**src/rtl/flash_page_seq.sv**
```systemverilog
module flash_page_seq #(
  parameter int ADDR_W     = 16,
  parameter int PAGE_BYTES = 128,
  parameter int DATA_W     = 8,
  parameter logic [ADDR_W-1:0] USER_TOP  = 16'h7FFF,
  parameter logic [ADDR_W-1:0] XROW_BASE = 16'hFF80,
  parameter logic [7:0] KEY_U1 = 8'h50,
  parameter logic [7:0] KEY_U2 = 8'hA0,
  parameter logic [7:0] KEY_X1 = 8'h52,
  parameter logic [7:0] KEY_X2 = 8'hA2,
  localparam int IDX_W  = $clog2(PAGE_BYTES),
  localparam int PAGE_W = ADDR_W - IDX_W,
  localparam int BUF_W  = PAGE_BYTES * DATA_W
) (
  input  logic              clk,
  input  logic              rst_n,
  input  logic              cpu_we,
  input  logic [ADDR_W-1:0] cpu_addr,
  input  logic [DATA_W-1:0] cpu_wdata,
  input  logic              ctl_we,
  input  logic [7:0]        ctl_wdata,
  output logic [7:0]        ctl_rdata,
  output logic              mem_we,
  output logic [ADDR_W-1:0] mem_addr,
  output logic [DATA_W-1:0] mem_wdata,
  output logic              fl_start,
  output logic              fl_space,
  output logic [PAGE_W-1:0] fl_page,
  output logic [BUF_W-1:0]  fl_data,
  output logic [PAGE_BYTES-1:0] fl_mask,
  input  logic              fl_done
);

  typedef enum logic [1:0] {K_IDLE, K_ARM_U, K_ARM_X} key_t;

  key_t key_q;
  logic page_sel, busy;
  logic in_range, load, ctl_ok, launch_u, launch_x, finish;
  logic [IDX_W-1:0] idx;

  assign in_range = (cpu_addr <= USER_TOP) || (cpu_addr >= XROW_BASE);
  assign load     = cpu_we && page_sel && !busy && in_range;
  assign ctl_ok   = ctl_we && !busy;
  assign launch_u = ctl_ok && key_q == K_ARM_U && ctl_wdata == KEY_U2;
  assign launch_x = ctl_ok && key_q == K_ARM_X && ctl_wdata == KEY_X2;
  assign finish   = busy && fl_done;
  assign idx      = cpu_addr[IDX_W-1:0];

  assign mem_we    = cpu_we && !page_sel;
  assign mem_addr  = cpu_addr;
  assign mem_wdata = cpu_wdata;
  assign ctl_rdata = {4'b0000, page_sel, 2'b00, busy};

  always_ff @(posedge clk) begin
    if (!rst_n) begin
      key_q    <= K_IDLE;
      page_sel <= 1'b0;
      busy     <= 1'b0;
      fl_start <= 1'b0;
      fl_space <= 1'b0;
      fl_page  <= '0;
    end else begin
      fl_start <= launch_u || launch_x;
      if (ctl_ok) begin
        if (ctl_wdata[7:4] == 4'h0) page_sel <= ctl_wdata[3];
        unique case (key_q)
          K_IDLE:  key_q <= (ctl_wdata == KEY_U1) ? K_ARM_U :
                            (ctl_wdata == KEY_X1) ? K_ARM_X : K_IDLE;
          default: key_q <= K_IDLE;
        endcase
      end
      if (launch_u || launch_x) begin
        busy     <= 1'b1;
        fl_space <= launch_x;
      end else if (finish) begin
        busy <= 1'b0;
      end
      if (load) fl_page <= cpu_addr[ADDR_W-1:IDX_W];
    end
  end

  for (genvar g = 0; g < PAGE_BYTES; g++) begin : g_col
    always_ff @(posedge clk) begin
      if (!rst_n) begin
        fl_data[g*DATA_W +: DATA_W] <= '0;
        fl_mask[g] <= 1'b0;
      end else if (finish) begin
        fl_mask[g] <= 1'b0;
      end else if (load && idx == IDX_W'(g)) begin
        fl_data[g*DATA_W +: DATA_W] <= cpu_wdata;
        fl_mask[g] <= 1'b1;
      end
    end
  end

  p_start_busy_r7: assert property (@(posedge clk) disable iff (!rst_n)
    fl_start |-> busy);
  p_start_pulse_r7: assert property (@(posedge clk) disable iff (!rst_n)
    fl_start |=> !fl_start);
  p_xrow_launch_r8: assert property (@(posedge clk) disable iff (!rst_n)
    (key_q == K_ARM_X && ctl_we && !busy && ctl_wdata == KEY_X2) |=> (fl_start && fl_space));
  p_bad_key_r9: assert property (@(posedge clk) disable iff (!rst_n)
    (key_q != K_IDLE && ctl_ok && !launch_u && !launch_x) |=> (key_q == K_IDLE && !fl_start));
  p_busy_freeze_r10: assert property (@(posedge clk) disable iff (!rst_n)
    (busy && !fl_done) |=> (busy && $stable(fl_mask) && $stable(page_sel) && $stable(fl_page)));
  p_done_clear_r11: assert property (@(posedge clk) disable iff (!rst_n)
    (busy && fl_done) |=> (!busy && fl_mask == '0));

endmodule

```
**config.mk**
```make
export PLATFORM = sky130hd
export DESIGN_NAME = flash_page_seq
export DESIGN_NICKNAME = d
export VERILOG_FILES = /design/src/rtl/flash_page_seq.sv
export SDC_FILE = /design/constraint.sdc
export NUM_CORES = 2
export LEC_CHECK = 0
export BUFFER_PORTS_ARGS = -buffer_cell sky130_fd_sc_hd__buf_2
export CAP_MARGIN = 20
export CORE_AREA = 3 3 476 478
export CTS_CLUSTER_DIAMETER = 100
export DETAILED_ROUTE_END_ITERATION = 12
export DIE_AREA = 0 0 479 481
export SLEW_MARGIN = 20
export SYNTH_ARGS = -nofsm -noshare
export SYNTH_HDL_FRONTEND = slang
export SYNTH_SLANG_ARGS = --single-unit
export TNS_END_PERCENT = 100
```
**constraint.sdc**
```tcl
create_clock -name clk -period 2 [get_ports clk]
set_clock_uncertainty 0.1 [all_clocks]
set_input_delay 0.2 -clock clk [delete_from_list [all_inputs] [get_ports clk]]
set_output_delay 0.2 -clock clk [all_outputs]
set_load 0.02 [all_outputs]
```
Yosys cells after proc, flatten, opt, wreduce, memory -nomap -nowiden
Cells that the tools add are included.

Reductions and logical operators: 276. Equal/unequal tests: 133. Order comparisons: 2. Bitwise logic cells: 2. Multiplexer cells: 5.

Operator list (count): $eq A7 B7 Y1 const B (64); $reduce_and A2 Y1 (129); $eq A7 B6 Y1 const B (32); $logic_and A1 B1 Y1 (138); $eq A7 B5 Y1 const B (16); $eq A7 B4 Y1 const B (8); $eq A7 B3 Y1 const B (4); $eq A8 B7 Y1 const B (2); $eq A8 B8 Y1 const B (2); $ge A16 B16 Y1 const B (1); $le A16 B15 Y1 const B (1); $eq A7 B2 Y1 const B (2); $eq A7 B1 Y1 const B (1); $logic_not A7 Y1 (1); $mux W2 (3); $logic_not A4 Y1 (1); $eq A2 B1 Y1 const B (1); $eq A2 B2 Y1 const B (1); $logic_not A1 Y1 (2); $logic_not A2 Y1 (1); $logic_or A1 B1 Y1 (2); $mux W1 (2); $not A1 Y1 (2); $reduce_bool A2 Y1 (1); $reduce_or A2 Y1 (1).

Flip-flop bits (word level): 1167. Output and inout port bits: 1196. Logic and storage cells: 680. Input bits: 37.

Depth between registers and ports, before layout
Word-level depth: 6. Gate-level depth with buffers: 7. Mapped depth without buffers: 4.

Worst setup path before layout
No wires, ideal clock.

Path kind: register -> register. Start: register busy. End: register fl_data[1016]. Path slack: 262 ps. Required time: 1828 ps. Cell stages (with the launch flop): 7. Arrival time: 1566 ps. Library setup time: 72 ps. Period minus slack after synthesis: 1738 ps. Buffers on the path: 2. Cells stage by stage: dfxtp_1 > and4b_1 > nand2_1 > buf_2 > nor3_1 > buf_4 > mux2i_1.

Cells in the longest elaborated chain, start to end: 5. Elaborated cells between the ends (all ways): 7. Those cells by class: bitwise (1); reduce/logical (6).

Ends and longest elaborated chain: start: declaration (RTL line 37) `logic page_sel, busy;`; start signal: assignment (RTL line 58) `busy <= 1'b0;`; start signal: assignment (RTL line 73) `busy <= 1'b1;`; start signal: assignment (RTL line 76) `busy <= 1'b0;`; $logic_not A1 Y1 (RTL line 42) `assign load = cpu_we && page_sel && !busy && in_range;`; $logic_and A1 B1 Y1 (2 in series) (RTL line 42); $logic_and A1 B1 Y1 (RTL line 89) `end else if (load && idx == IDX_W'(g)) begin`; $reduce_and A2 Y1 (no line) *; end signal: indexed assignment (RTL line 90) `fl_data[g*DATA_W +: DATA_W] <= cpu_wdata;`; end: declaration (RTL line 29) `output logic [BUF_W-1:0] fl_data,`.

Every way passes the cells marked *; elsewhere a longest branch is shown, timed or not. A chain may end at the register's enable or synchronous reset.

Worst setup path after layout
Start: input port cpu_addr[9]. End: register fl_data[719].

Cells in the longest elaborated chain, start to end: 5. Elaborated cells between the ends (all ways): 6. Those cells by class: order compare (2); reduce/logical (4).

Ends and longest elaborated chain: start: declaration (RTL line 18) `input logic [ADDR_W-1:0] cpu_addr,`; $le A16 B15 Y1 or $ge A16 B16 Y1 (tied branches) (RTL line 41) `assign in_range = (cpu_addr <= USER_TOP) || (cpu_addr >= XROW_BASE);`; $logic_or A1 B1 Y1 * (RTL line 41); $logic_and A1 B1 Y1 * (RTL line 42); $logic_and A1 B1 Y1 * (RTL line 89); $reduce_and A2 Y1 (no line) *.

Marked as above.

==> metrics.txt <==
outcome=finished with violations; failing checks=setup timing; synth cell count leaders=dfxtp_1, nand2_1, mux2i_1; GR Util met1=0.192; vias in the first global route=between 30000 and 40000; Root Buffer Master=clkbuf_16; Max VDD drop=around 0.73 mV; I/O pins=roughly 1200; Nets=5486; Final Hold Vio Count=0; final setup vio count=22; Total Wirelength=~200000 um; Fin Setup TNS=-482 ps; Crit. End Element=register; Syn Inst Count=slightly above 4000; cell area after layout=roughly 61000 um^2; placed cell count=slightly above 8000; Worst Path Max Fanout=20; I/O Buffers=roughly 1200; post-DP HPWL=147000 um; Post-Syn Area=42200 um^2; num rows=between 150 and 200; post-synth top area cell=dfxtp_1; RSZ-0062 raised after global routing=true; Yosys cell types=40; htree depth=4; Pwr Density=roughly 840 nW/um^2; critical path required time=about 2600 ps; largest net degree at the start of global routing=~150; global-route wire length before repair=273000 um; number of enable flip-flop cells after synthesis=0; sinks on the clock net=1167; Most used DFF post-synth=dfxtp_1; gr busiest metal=met2; ys async rst share=0; Clock Tree Buf Depth=3; fraction of layout cells with a size suffix above 1=0.352; global route overflow=0; register bit total from synthesis=roughly 1200; Clk pin slew, worst setup/hold paths=approximately 60 ps; total global-route track usage=0.167; Final min period=around 2100 ps; Critical Path AT=between 2000 and 3000 ps; Final ANT Viol Nets=0; worst slew pin tran=between 800 and 900 ps; syn avg cell area=just over 10 um^2; die area=230000 um^2; Tcrit/Tclk final=1.03; Core ar.=222000 um^2; Max Slew Vio Count=0; DRC viols=0; per-cell routed wire length=23.5 um; chip height=between 400 and 500 um; final setup margin=-56.7 ps; Max Fclk=approximately 490 MHz; via count=around 35000; synthesis-to-layout area growth=44.3%; Worst Setup Path Type=in2reg; Initial Util=0.190; fin cells=~8500; crit path launch type=input port; clk_lat worst skew=between 700 and 800 ps; hold crit path type=in2reg; Rel. slew slack=0.440; TritonCTS clock tree=built; most frequent cell after synthesis=dfxtp_1; initial DRC count=1766; met2 Track Usage GR=0.278; proportion of netlist area held by the largest area contributor=0.553; TritonRoute pass-1 iters=5; ranking of synthesized cells by area=dfxtp_1, mux2i_1, nand2_1; YS warnings=0; Area after DPL=approximately 55000 um^2; met3 Use GR=0.0547; die width=approximately 480 um; Vias per Instance=between 4 and 5; max-cap viol count=0; CTS Buf Count=136; sequential-to-total area share from yosys stat=0.553; Placer Congestion=roughly 0.82; leakage power=just under 30 nW; antenna violations before repair=16
==> area by class of cell <==
cell class	instances	area (um^2)
Clock inverter	60	926
Fill cell	23400	161000
Timing Repair Buffer	1627	11600
Antenna cell	12	30.0
Sequential cell	1167	23400
Multi-Input combinational cell	2451	17300
Tap cell	2975	3720
Clock buffer	174	3750
Inverter	66	248
==> cell usage in the layout, fill, tap and decap left out, types with 36 or more instances in the layout <==
cell type,n
nand2_1,1076
mux2i_1,1027
dfxtp_1,1161
buf_2,1223
a21oi_1,60
nor3_4,36
buf_12,164
inv_1,66
clkbuf_16,139
o21a_1,63
buf_4,168
==> worst max-delay path, cell delays in order <==
cell	delay [ps]
dlygate4sd3_1	540
buf_2	170
nand4_1	150
buf_4	170
o21a_4	210
buf_12	160
buf_12	190
nor3_4	280
buf_4	160
buf_12	120
mux2i_1	200
==> path summary, 6_finish.rpt <==
kind	slack (ps)	depth (start not counted)	startpoint	to
worst max-delay path	-60	11	cpu_addr[9]	fl_data[719]
worst min-delay path	120	4	cpu_we	fl_page[8]
worst max register to register	-10	7	page_sel	fl_data[341]
worst min register to register	340	2	fl_mask[0]	fl_mask[0]
==> repair_timing <==
item | in CTS | in global routing
cloned | 7 | 4
resized for setup | 73 | 79
endpoints found under the hold margin | 312 | 0
pin swaps | 6 | 11
hold buffers | 30 | 0
buffers inserted | 21 | 7
endpoints found under the setup margin | 813 | 538
==> metal layers <==
layer | vias to the layer above | wire, um
met5 | - | 13
met4 | 2 | 9240
met3 | 323 | 16900
met2 | 1400 | 94800
met1 | 16800 | 79900
li1 | 16200 | -
==> metrics by stage <==
| stage | hold slack [ps] | utilization | total power, W | setup slack [ps] |
|---|---|---|---|---|
| 3_3_place_gp | 329 | 0.246 | 0.0257 | -524 |
| 3_5_place_dp | 334 | 0.246 | 0.0257 | -503 |
| 6_report | 121 | 0.274 | 0.0512 | -56.7 |
| 4_1_cts | 51.3 | 0.272 | 0.0521 | -43.4 |
| 2_1_floorplan | 242 | - | 0.0246 | 262 |
| 5_1_grt | 84.9 | 0.274 | 0.0531 | -87.1 |
==> registers in the layout (all words and copies together) (netlist names) <==
register and cells:
key_q 2, fl_space 1, fl_mask 128, page_sel 1, fl_data 1024, fl_page 9, busy 1, fl_start 1
==> where the power goes <==
group	internal (W)	switching, W
Combinational	0.000503	0.00144
Sequential	0.0232	0.00000282
Clock	0.0154	0.0107
Total	0.0391	0.0121
==> cells by family after synthesis <==
family / synth area share
compound gates: 0.0205
buf+inv: 0.0589
mux: 0.245
flops: 0.553
other cells: 0.0000888
simple gates: 0.123
Note: power is estimated with default switching activity, not from simulation.
